--- src/rtl/cfg_once_pkg.sv ---
// Package: bit positions and masks of the two write-once option registers.
// Assumes byte-wide registers; the positions are what the output decode uses.
package cfg_once_pkg;
    localparam int DATA_W = 8;

    // Register A field positions
    localparam int A_RATE   = 7;
    localparam int A_STOPEN = 6;
    localparam int A_RSTDIS = 5;
    localparam int A_PWRDN  = 4;
    localparam int A_RSVD   = 3;
    localparam int A_FSTREC = 2;
    localparam int A_STOP   = 1;
    localparam int A_WDGDIS = 0;

    // Register B field positions
    localparam int B_TRIP_LO = 0;
    localparam int B_TRIP_W  = 2;
    localparam int B_AUX_LO  = 2;
    localparam int B_AUX_W   = 6;

    // Bits bound to power-on reset, and reserved bits
    localparam logic [DATA_W-1:0] A_POR_MASK  = DATA_W'(1) << A_PWRDN;
    localparam logic [DATA_W-1:0] A_RSVD_MASK = DATA_W'(1) << A_RSVD;
    localparam logic [DATA_W-1:0] B_POR_MASK  = ((DATA_W'(1) << B_TRIP_W) - DATA_W'(1)) << B_TRIP_LO;
    localparam logic [DATA_W-1:0] B_RSVD_MASK = '0;
endpackage

--- src/rtl/cfg_once_cell.sv ---
// Module: one write-once register with two locks.
// The per-reset lock re-arms on either reset. The power-on lock guards the
// bits in POR_MASK and re-arms only on power-on reset. Bits in RSVD_MASK stay 0.
// Assumes synchronous active-low resets; por_n low overrides rst_n.
module cfg_once_cell #(
    parameter int                W         = 8,
    parameter logic [W-1:0]      POR_MASK  = '0,
    parameter logic [W-1:0]      RSVD_MASK = '0
) (
    input  logic         clk,
    input  logic         rst_n,
    input  logic         por_n,
    input  logic         wr_sel,
    input  logic [W-1:0] wr_data,
    output logic [W-1:0] q
);
    localparam logic [W-1:0] GEN_MASK = ~(POR_MASK | RSVD_MASK);

    logic lock_q;
    logic plock_q;

    // Register contents and both locks, with the two reset rules
    always_ff @(posedge clk) begin
        if (!por_n) begin
            q       <= '0;
            lock_q  <= 1'b0;
            plock_q <= 1'b0;
        end else if (!rst_n) begin
            q      <= q & POR_MASK;
            lock_q <= 1'b0;
        end else if (wr_sel && !lock_q) begin
            lock_q  <= 1'b1;
            plock_q <= 1'b1;
            q       <= (wr_data & GEN_MASK)
                     | ((plock_q ? q : wr_data) & POR_MASK);
        end
    end

    // once locked, contents hold until a reset
    a_r2_locked_hold: assert property (@(posedge clk) disable iff (!por_n || !rst_n)
        lock_q |=> $stable(q));

    // a general reset keeps the power-on-only bits
    a_r3_keep_por_bits: assert property (@(posedge clk) disable iff (!por_n)
        !rst_n |=> ((q & POR_MASK) == $past(q & POR_MASK)));

    // contents are zero right after power-on reset releases
    a_r4_por_clear: assert property (@(posedge clk) disable iff (!por_n)
        !$past(por_n) |-> (q == '0));

    // power-on lock freezes the power-on-only bits across general resets
    a_r5_por_lock_hold: assert property (@(posedge clk) disable iff (!por_n)
        plock_q |=> ((q & POR_MASK) == $past(q & POR_MASK)));

    // reserved bits never become 1 after power-on reset
    a_r6_rsvd_zero: assert property (@(posedge clk) disable iff (!por_n)
        wr_sel |=> ((q & RSVD_MASK) == '0));
endmodule

--- src/rtl/cfg_once_tmo.sv ---
// Module: turns the rate select into a watchdog timeout length.
// The length is 2^SHORT_EXP - 2^TRIM_EXP when fast is set, otherwise
// 2^LONG_EXP - 2^TRIM_EXP. Assumes TRIM_EXP < SHORT_EXP < LONG_EXP.
module cfg_once_tmo #(
    parameter int SHORT_EXP = 13,
    parameter int LONG_EXP  = 18,
    parameter int TRIM_EXP  = 4,
    localparam int TMO_W    = LONG_EXP
) (
    input  logic             fast,
    output logic [TMO_W-1:0] tmo
);
    localparam logic [TMO_W-1:0] SHORT_TMO = TMO_W'((64'd1 << SHORT_EXP) - (64'd1 << TRIM_EXP));
    localparam logic [TMO_W-1:0] LONG_TMO  = TMO_W'((64'd1 << LONG_EXP)  - (64'd1 << TRIM_EXP));

    // Pick the timeout constant from the rate select
    always_comb tmo = fast ? SHORT_TMO : LONG_TMO;
endmodule

--- src/rtl/cfg_once_regs.sv ---
// Module: two write-once option registers on a simple bus, with decoded outputs.
// Register A holds watchdog and monitor options; register B holds general
// options and the monitor trip level. Read data is combinational.
// Assumes synchronous active-low resets; a power-on reset also acts as general reset.
module cfg_once_regs
    import cfg_once_pkg::*;
#(
    parameter int                ADDR_W    = 16,
    parameter logic [ADDR_W-1:0] REG_A_ADDR = 16'h001F,
    parameter logic [ADDR_W-1:0] REG_B_ADDR = 16'h001D,
    parameter int                SHORT_EXP = 13,
    parameter int                LONG_EXP  = 18,
    parameter int                TRIM_EXP  = 4,
    localparam int               TMO_W     = LONG_EXP
) (
    input  logic                clk,
    input  logic                rst_n,
    input  logic                por_n,
    input  logic [ADDR_W-1:0]   addr,
    input  logic                wr_en,
    input  logic [DATA_W-1:0]   wr_data,
    input  logic                rd_en,
    output logic [DATA_W-1:0]   rd_data,
    output logic                wdg_rate_sel,
    output logic                vmon_stop_eff,
    output logic                vmon_rst_dis,
    output logic                vmon_pwrdn,
    output logic                fast_stop_rec,
    output logic                stop_en,
    output logic                wdg_dis,
    output logic [B_TRIP_W-1:0] vmon_trip,
    output logic [B_AUX_W-1:0]  aux_opts,
    output logic [TMO_W-1:0]    wdg_timeout
);
    logic              hit_a;
    logic              hit_b;
    logic [DATA_W-1:0] reg_a;
    logic [DATA_W-1:0] reg_b;

    // Address decode shared by reads and writes
    always_comb begin
        hit_a = (addr == REG_A_ADDR);
        hit_b = (addr == REG_B_ADDR);
    end

    cfg_once_cell #(
        .W(DATA_W), .POR_MASK(A_POR_MASK), .RSVD_MASK(A_RSVD_MASK)
    ) u_reg_a (
        .clk(clk), .rst_n(rst_n), .por_n(por_n),
        .wr_sel(wr_en && hit_a), .wr_data(wr_data), .q(reg_a)
    );

    cfg_once_cell #(
        .W(DATA_W), .POR_MASK(B_POR_MASK), .RSVD_MASK(B_RSVD_MASK)
    ) u_reg_b (
        .clk(clk), .rst_n(rst_n), .por_n(por_n),
        .wr_sel(wr_en && hit_b), .wr_data(wr_data), .q(reg_b)
    );

    cfg_once_tmo #(
        .SHORT_EXP(SHORT_EXP), .LONG_EXP(LONG_EXP), .TRIM_EXP(TRIM_EXP)
    ) u_tmo (
        .fast(reg_a[A_RATE]), .tmo(wdg_timeout)
    );

    // Read mux: zero unless strobed at a mapped address
    always_comb begin
        rd_data = '0;
        if (rd_en && hit_a)      rd_data = reg_a;
        else if (rd_en && hit_b) rd_data = reg_b;
    end

    // Field decode to option outputs
    always_comb begin
        wdg_rate_sel  = reg_a[A_RATE];
        vmon_stop_eff = reg_a[A_STOPEN] & ~reg_a[A_PWRDN];
        vmon_rst_dis  = reg_a[A_RSTDIS];
        vmon_pwrdn    = reg_a[A_PWRDN];
        fast_stop_rec = reg_a[A_FSTREC];
        stop_en       = reg_a[A_STOP];
        wdg_dis       = reg_a[A_WDGDIS];
        vmon_trip     = reg_b[B_TRIP_LO +: B_TRIP_W];
        aux_opts      = reg_b[B_AUX_LO +: B_AUX_W];
    end

    // the effective stop-mode enable is never on while powered down
    a_r8_stop_masked: assert property (@(posedge clk) disable iff (!por_n)
        vmon_stop_eff |-> !vmon_pwrdn);

    // a write to an unmapped address leaves both registers unchanged
    a_r10_unmapped_write: assert property (@(posedge clk) disable iff (!por_n || !rst_n)
        (wr_en && !hit_a && !hit_b) |=> ($stable(reg_a) && $stable(reg_b)));
endmodule

--- config.mk ---
export PLATFORM = sky130hd
export DESIGN_NAME = cfg_once_regs
export DESIGN_NICKNAME = d
export VERILOG_FILES = /design/src/rtl/cfg_once_pkg.sv /design/src/rtl/cfg_once_cell.sv /design/src/rtl/cfg_once_tmo.sv /design/src/rtl/cfg_once_regs.sv
export SDC_FILE = /design/constraint.sdc
export NUM_CORES = 1
export LEC_CHECK = 0
export ABC_AREA = 1
export BUFFER_PORTS_ARGS = -buffer_cell sky130_fd_sc_hd__buf_4
export CAP_MARGIN = 30
export CORE_ASPECT_RATIO = 0.6
export CORE_MARGIN = 5
export CORE_UTILIZATION = 41
export DETAILED_ROUTE_END_ITERATION = 8
export HOLD_SLACK_MARGIN = 0.1
export PLACE_DENSITY = 0.81
export SLEW_MARGIN = 20
export SYNTH_ARGS = -nofsm -noshare
export SYNTH_HDL_FRONTEND = slang
export SYNTH_SLANG_ARGS = --single-unit
export TNS_END_PERCENT = 100
--- constraint.sdc ---
create_clock -name clk -period 1.2 [get_ports clk]
set_input_delay 0.06 -clock clk [delete_from_list [all_inputs] [get_ports clk]]
set_output_delay 0.06 -clock clk [all_outputs]
set_load 0.1 [all_outputs]
==> flow_summary.ini, run 1 <==
[drt]
final_antenna_net_count = 0
routedWlPerCell_um = 15.41
first_pass_iters = 4
drc = 0
drt_iter0_markers = 89
vias = 1226
vias_per_cell = 4.865
finalWirelength_um = 3883

[synth]
synth-compound-area-share = 0.1598
synth_xor_area_frac = 0
ys_warn_count = 0
synth-simple-area-share = 0.2355
ys_types = 17
syn_inst = 150
synth-adder-area-share = 0
synth_top_family_by_area = buffers and inverters
yosysSeqAreaShare = 0.3598
syn_area_per_cell_sq_um = 7.048
synth.mux.area_fraction = 0
ys_seq_elements = 19
syn_area_sq_um = 1057

[sta]
max_freq_ghz = 0.8293
max_slew_margin = 0.6469
setup_violations = 2
finalHoldViolations = 0
worst_slack_ns = -0.005833
finalClockSkew_ns = 0.001949
period_share = 1.005
slew_violations = 0
worst_slew_pin_slew_ns = 0.5283
grt_setup_unrepaired = true
post-route-min-period_ns = 1.206

[min_path]
hp-class = primary input to register
hold_path_end = u_reg_a.q[0]
worstHoldStart = wr_data[0]
hold_depth = 3

[grt]
track_usage = 0.2031
grt_overflow = 0
antenna_found_initial = 0
grt_max_degree = 15
grt_pass1_wl_um = 5740
grt_pass1_vias = 1230

[power]
clkPwrFrac = 0.317
p_leak_nw = 0.8452
power_frac_seq = 0.434
p_per_area_nw_per_um2 = 667.3
combPwrFrac = 0.249
vdd_drop_max_mv = 0.4599
internal-power_uw = 932.1
p_sw_uw = 452.3
swShare = 0.3267
p_total_mw = 1.384

[critical_path]
critPathLaunchType = primary input
required_ns = 1.14
critical_path.max_stage_delay_ns = 0.20
r2r_slack_ns = 0.07
crit_fanout = 6
path_cells = buf_4 > nand2_1 > inv_1 > nand2_1 > nor2_4 > buf_4 > nand2_4 > nand2_2 > o22ai_4 > buf_12
rr_worst_depth = 4
timing.rr.start = u_reg_b.lock_q
worstSetupPathType = primary input to output pin
end_kind = output pin
critical_path.slowest_cell = buf_12
regToRegEndpoint = u_reg_b.q[6]
worstPathArrival_ns = 1.15

[place]
placed_area_sq_um = 1693
globalplace.congestion = 0.7533
place_inst = 237
place_hpwl_um = 2642
io_buffers = 56

[job]
maxCapViolations = 0

[floorplanning]
io_pins = 70
die_y_um = 49.34
rows = 14
coreArea_sq_um = 2487
die-area_sq_um = 3728
start_util = 0.4251
fp.dieW_um = 75.56

[final_layout]
multi_input_area_sq_um = 713.2
final_common_cell = buf_4
diodes = 0
layout-drive-gt1-share = 0.5682
fillers = 144
final_nets = 250
stdcell_count = 252
postLayoutCoreUtil = 0.8340
final_cell_mix = buf_4, inv_1, nor2_1
fin_area_sq_um = 2074
ff_latch_area_sq_um = 430.4
area_growth_pct = 96.21

[cts]
cts_made_buffers = 3
cts_tree = yes
insertion_delay_ns = 0.26
cts.sinks = 19
cts-root-buf = clkbuf_8
clk_pin_slew_worst_paths_ns = 0.07
h-tree-depth = 1
cts_max_path_buffers = 2

[outcome]
violations = setup timing
status = finished with violations
-- worst max-delay path by stage --
stage                  from         end  cells after the start
2_1_floorplan  u_reg_a.q[7]  rd_data[7]                      2
3_3_place_gp        addr[9]  rd_data[6]                      9
3_5_place_dp        addr[5]  rd_data[2]                      7
4_1_cts            addr[12]  rd_data[6]                      8
5_1_grt            addr[14]  rd_data[6]                      9
6_report            addr[3]  rd_data[6]                     10
-- cells by family (layout without fill, tap and decap cells) --
kind of cell | count (synthesis) | after routing
buffers and inverters | 46 | 105
DFF | 19 | 19
other | 2 | 13
AOI/OAI and AO/OA | 24 | 24
and+or+nand+nor | 59 | 59
-- routing by layer --
layer	wire length, um	share of wire	vias to the layer above	track usage
li1	-	-	588	-
met1	1430	0.37	570	0.2303
met2	2043	0.53	57	0.3610
met3	333	0.086	11	0.05350
met4	75	0.019	0	0.06686
met5	0	0	-	0
-- power groups by stage --
stage	clock [mW]	sequential (mW)	combinational [mW]
finish	0.439	0.601	0.345
CTS	0.447	0.601	0.335
floorplan	0	0.615	0.242
detailed placement	0	0.615	0.298
global route	0.472	0.600	0.358
global placement	0	0.615	0.292
-- through the flow --
| stage | hold slack (ns) | setup TNS (ns) | setup slack, ns |
|---|---|---|---|
| 2_1_floorplan | 0.1710 | -3.498 | -0.7294 |
| 3_3_place_gp | 0.3121 | -1.495 | -0.1559 |
| 3_5_place_dp | 0.3235 | -3.040 | -0.2291 |
| 4_1_cts | 0.1010 | -0.0007984 | -0.0007984 |
| 5_1_grt | 0.1302 | -0.2989 | -0.06052 |
| 6_report | 0.1080 | -0.01009 | -0.005833 |
-- worst max-delay path: cells and delay by family --
kind,cells,cell delay (ns)
compound gates,1,0.15
buf+inv,4,0.50
simple gates,5,0.43
-- layout make-up --
class | instances | share of cell area
clock buffer | 4 | 0.02171
inverter | 26 | 0.04885
multi-input combinational | 96 | 0.3438
sequential | 19 | 0.2075
tap | 32 | 0.01930
timing repair buffer | 75 | 0.3589
-- Yosys cell counts --
| master | instances | area [sq um] |
|---|---|---|
| nand3_1 | 5 | 25.02 |
| a211oi_2 | 1 | 12.51 |
| a211oi_1 | 11 | 82.58 |
| nand2_1 | 18 | 67.56 |
| nor2_4 | 1 | 11.26 |
| buf_1 | 1 | 3.750 |
| buf_4 | 17 | 127.6 |
| nor2_1 | 32 | 120.1 |
| a21oi_1 | 3 | 15.01 |
| nand3_2 | 2 | 20.02 |
| dfxtp_1 | 19 | 380.4 |
| buf_6 | 2 | 22.52 |
| inv_1 | 26 | 97.59 |
| o21a_1 | 2 | 15.01 |
| conb_1 | 2 | 7.510 |
| nor3_1 | 1 | 5.000 |
| o22ai_1 | 7 | 43.79 |
-- timing repair --
action                                 in CTS  in global routing
buffers inserted                            5                  0
resized for setup                          47                 13
endpoints found under the hold margin      11                  0
pin swaps                                  14                  3
setup endpoints to repair                   8                 15
hold buffers                                6                  0
Power figures use the tool's default switching activity.
==> run 2, diff against run 1 <==
--- a/config.mk
+++ b/config.mk
@@ -13,7 +13,7 @@
 export CORE_UTILIZATION = 41
 export DETAILED_ROUTE_END_ITERATION = 8
 export HOLD_SLACK_MARGIN = 0.1
-export PLACE_DENSITY = 0.81
+export PLACE_DENSITY_LB_ADDON = 0.12
 export SLEW_MARGIN = 20
 export SYNTH_ARGS = -nofsm -noshare
 export SYNTH_HDL_FRONTEND = slang
==> run 2 against run 1 <==
Compared with the run above: the flow still finishes with violations (setup timing); core utilization up 0.60 points; first-iteration DRC count shrank 82%; total power up 1.3%; die area is the same; clock skew up 0.0025 ns; via count decreased by 1.1%; fmax shrank 2.5%; worst hold slack improved by 0.14 ns; largest cell class unchanged.
==> flow_summary.ini, run 2 (same netlist as run 1, synthesis figures left out) <==
[drt]
first_pass_iters = 4
finalWirelength_um = 3589
routedWlPerCell_um = 14.13
drc = 0
routedLengthMet1_um = 1391
wl_met2_um = 1859
wl_met3_um = 285
final_antenna_net_count = 0
highest_layer = met4
vias = 1213
drt_iter0_markers = 16
vias_per_cell = 4.776

[floorplanning]
rows = 14
start_util = 0.4251
die-area_sq_um = 3728
coreArea_sq_um = 2487
die_y_um = 49.34
io_pins = 70
fp.dieW_um = 75.56

[place]
post-place-ws_ns = -0.2048
place_hpwl_um = 2418
globalplace.congestion = 0.7698
io_buffers = 56

[final_layout]
fillers = 156
diodes = 0
multi_input_area_sq_um = 698.2
final_common_cell = buf_4
layout-drive-gt1-share = 0.5405
final_cell_mix = buf_4, inv_1, nor2_1
postLayoutCoreUtil = 0.8400
ff_latch_area_sq_um = 430.4
area_growth_pct = 97.63
final_nets = 252

[sta]
slew_violations = 0
period_share = 1.031
grt_setup_unrepaired = true
finalClockSkew_ns = 0.004456
finalHoldViolations = 0
max_freq_ghz = 0.8086
setup_violations = 7
worst_slew_pin_slew_ns = 0.5289
worst_slack_ns = -0.03675
max_slew_margin = 0.6466
post-route-min-period_ns = 1.237

[grt]
antenna_found_initial = 0
grt_pass1_vias = 1204
grt_overflow = 0
track_usage = 0.1873
grt_pass1_wl_um = 5326
grt_max_degree = 15

[cts]
cts_tree = yes
insertion_delay_ns = 0.26
cts.sinks = 19
clk_pin_slew_worst_paths_ns = 0.07
cts_max_path_buffers = 2
h-tree-depth = 1
cts_made_buffers = 3
cts-root-buf = clkbuf_8

[outcome]
violations = setup timing
status = finished with violations

[min_path]
hp-class = primary input to register
hold_depth = 4

[critical_path]
rr_worst_depth = 4
end_kind = output pin
worstPathArrival_ns = 1.18
crit_fanout = 7
critPathLaunchType = primary input
required_ns = 1.14
worstSetupPathType = primary input to output pin

[power]
vdd_drop_max_mv = 0.4541
p_per_area_nw_per_um2 = 671.2
p_leak_nw = 0.8575

[job]
maxCapViolations = 0
==> run 2: changes by cell type in the layout (fill, tap and decap cells not counted), sizes merged <==
cell / previous run / this run
dlygate4sd3: 6 / 9
buf: 69 / 68
clkbuf: 4 / 3
clkinv: 0 / 1
==> run 2: per-layer routing <==
layer / track usage / vias up
met4: 0.06686 / 0
met5: 0 / -
met3: 0.06584 / 7
met1: 0.2109 / 568
met2: 0.3209 / 49
li1: - / 589
==> run 2: final timing paths <==
path                                      from               to  slack [ns]
worst min-delay path                     rst_n  u_reg_b.plock_q        0.25
worst max-delay path                  addr[10]       rd_data[4]       -0.04
worst max register to register  u_reg_b.lock_q     u_reg_b.q[7]        0.10
worst min register to register  u_reg_b.lock_q   u_reg_b.lock_q        0.46
==> run 2: power breakdown <==
part / internal (mW) / total (mW) / switching, mW / leakage [nW]
clock network: 0.231 / 0.455 / 0.224 / 0.0255
logic: 0.101 / 0.346 / 0.245 / 0.668
registers: 0.600 / 0.600 / 0.00000318 / 0.164
==> run 2: final cells by class <==
class,instances,share of cell area
Clock buffer,3,0.01976
Clock inverter,1,0.002395
Inverter,26,0.04850
Multi-Input combinational cell,96,0.3341
Sequential cell,19,0.2060
Tap cell,32,0.01916
Timing Repair Buffer,77,0.3701
==> run 2: worst max-delay path, cell delays in order <==
cell and delay [ns]:
buf_6 0.10, nor2_4 0.10, nand2_2 0.07, nor2_4 0.17
nand3_4 0.22, o22ai_4 0.26, buf_12 0.20
==> run 2: repair_timing <==
action,CTS,global route
gates resized for setup,39,21
setup endpoints to repair,8,15
hold buffers,9,0
endpoints found under the hold margin,15,0
setup buffers,3,1
pin swaps,12,8
==> run 2: per-stage QoR <==
stage          TNS (ns)  instance area [sq um]  total power, mW  hold WS (ns)  instances
2_1_floorplan    -3.498                   1314           0.8571        0.1710        161
3_3_place_gp     -1.585                   1693           0.9080        0.3154        237
3_5_place_dp     -2.382                   1693           0.9113        0.3220        237
4_1_cts         -0.1738                   2007            1.408        0.2341        253
5_1_grt         -0.6503                   2090            1.454        0.2862        254
6_report        -0.2046                   2090            1.402        0.2522        254
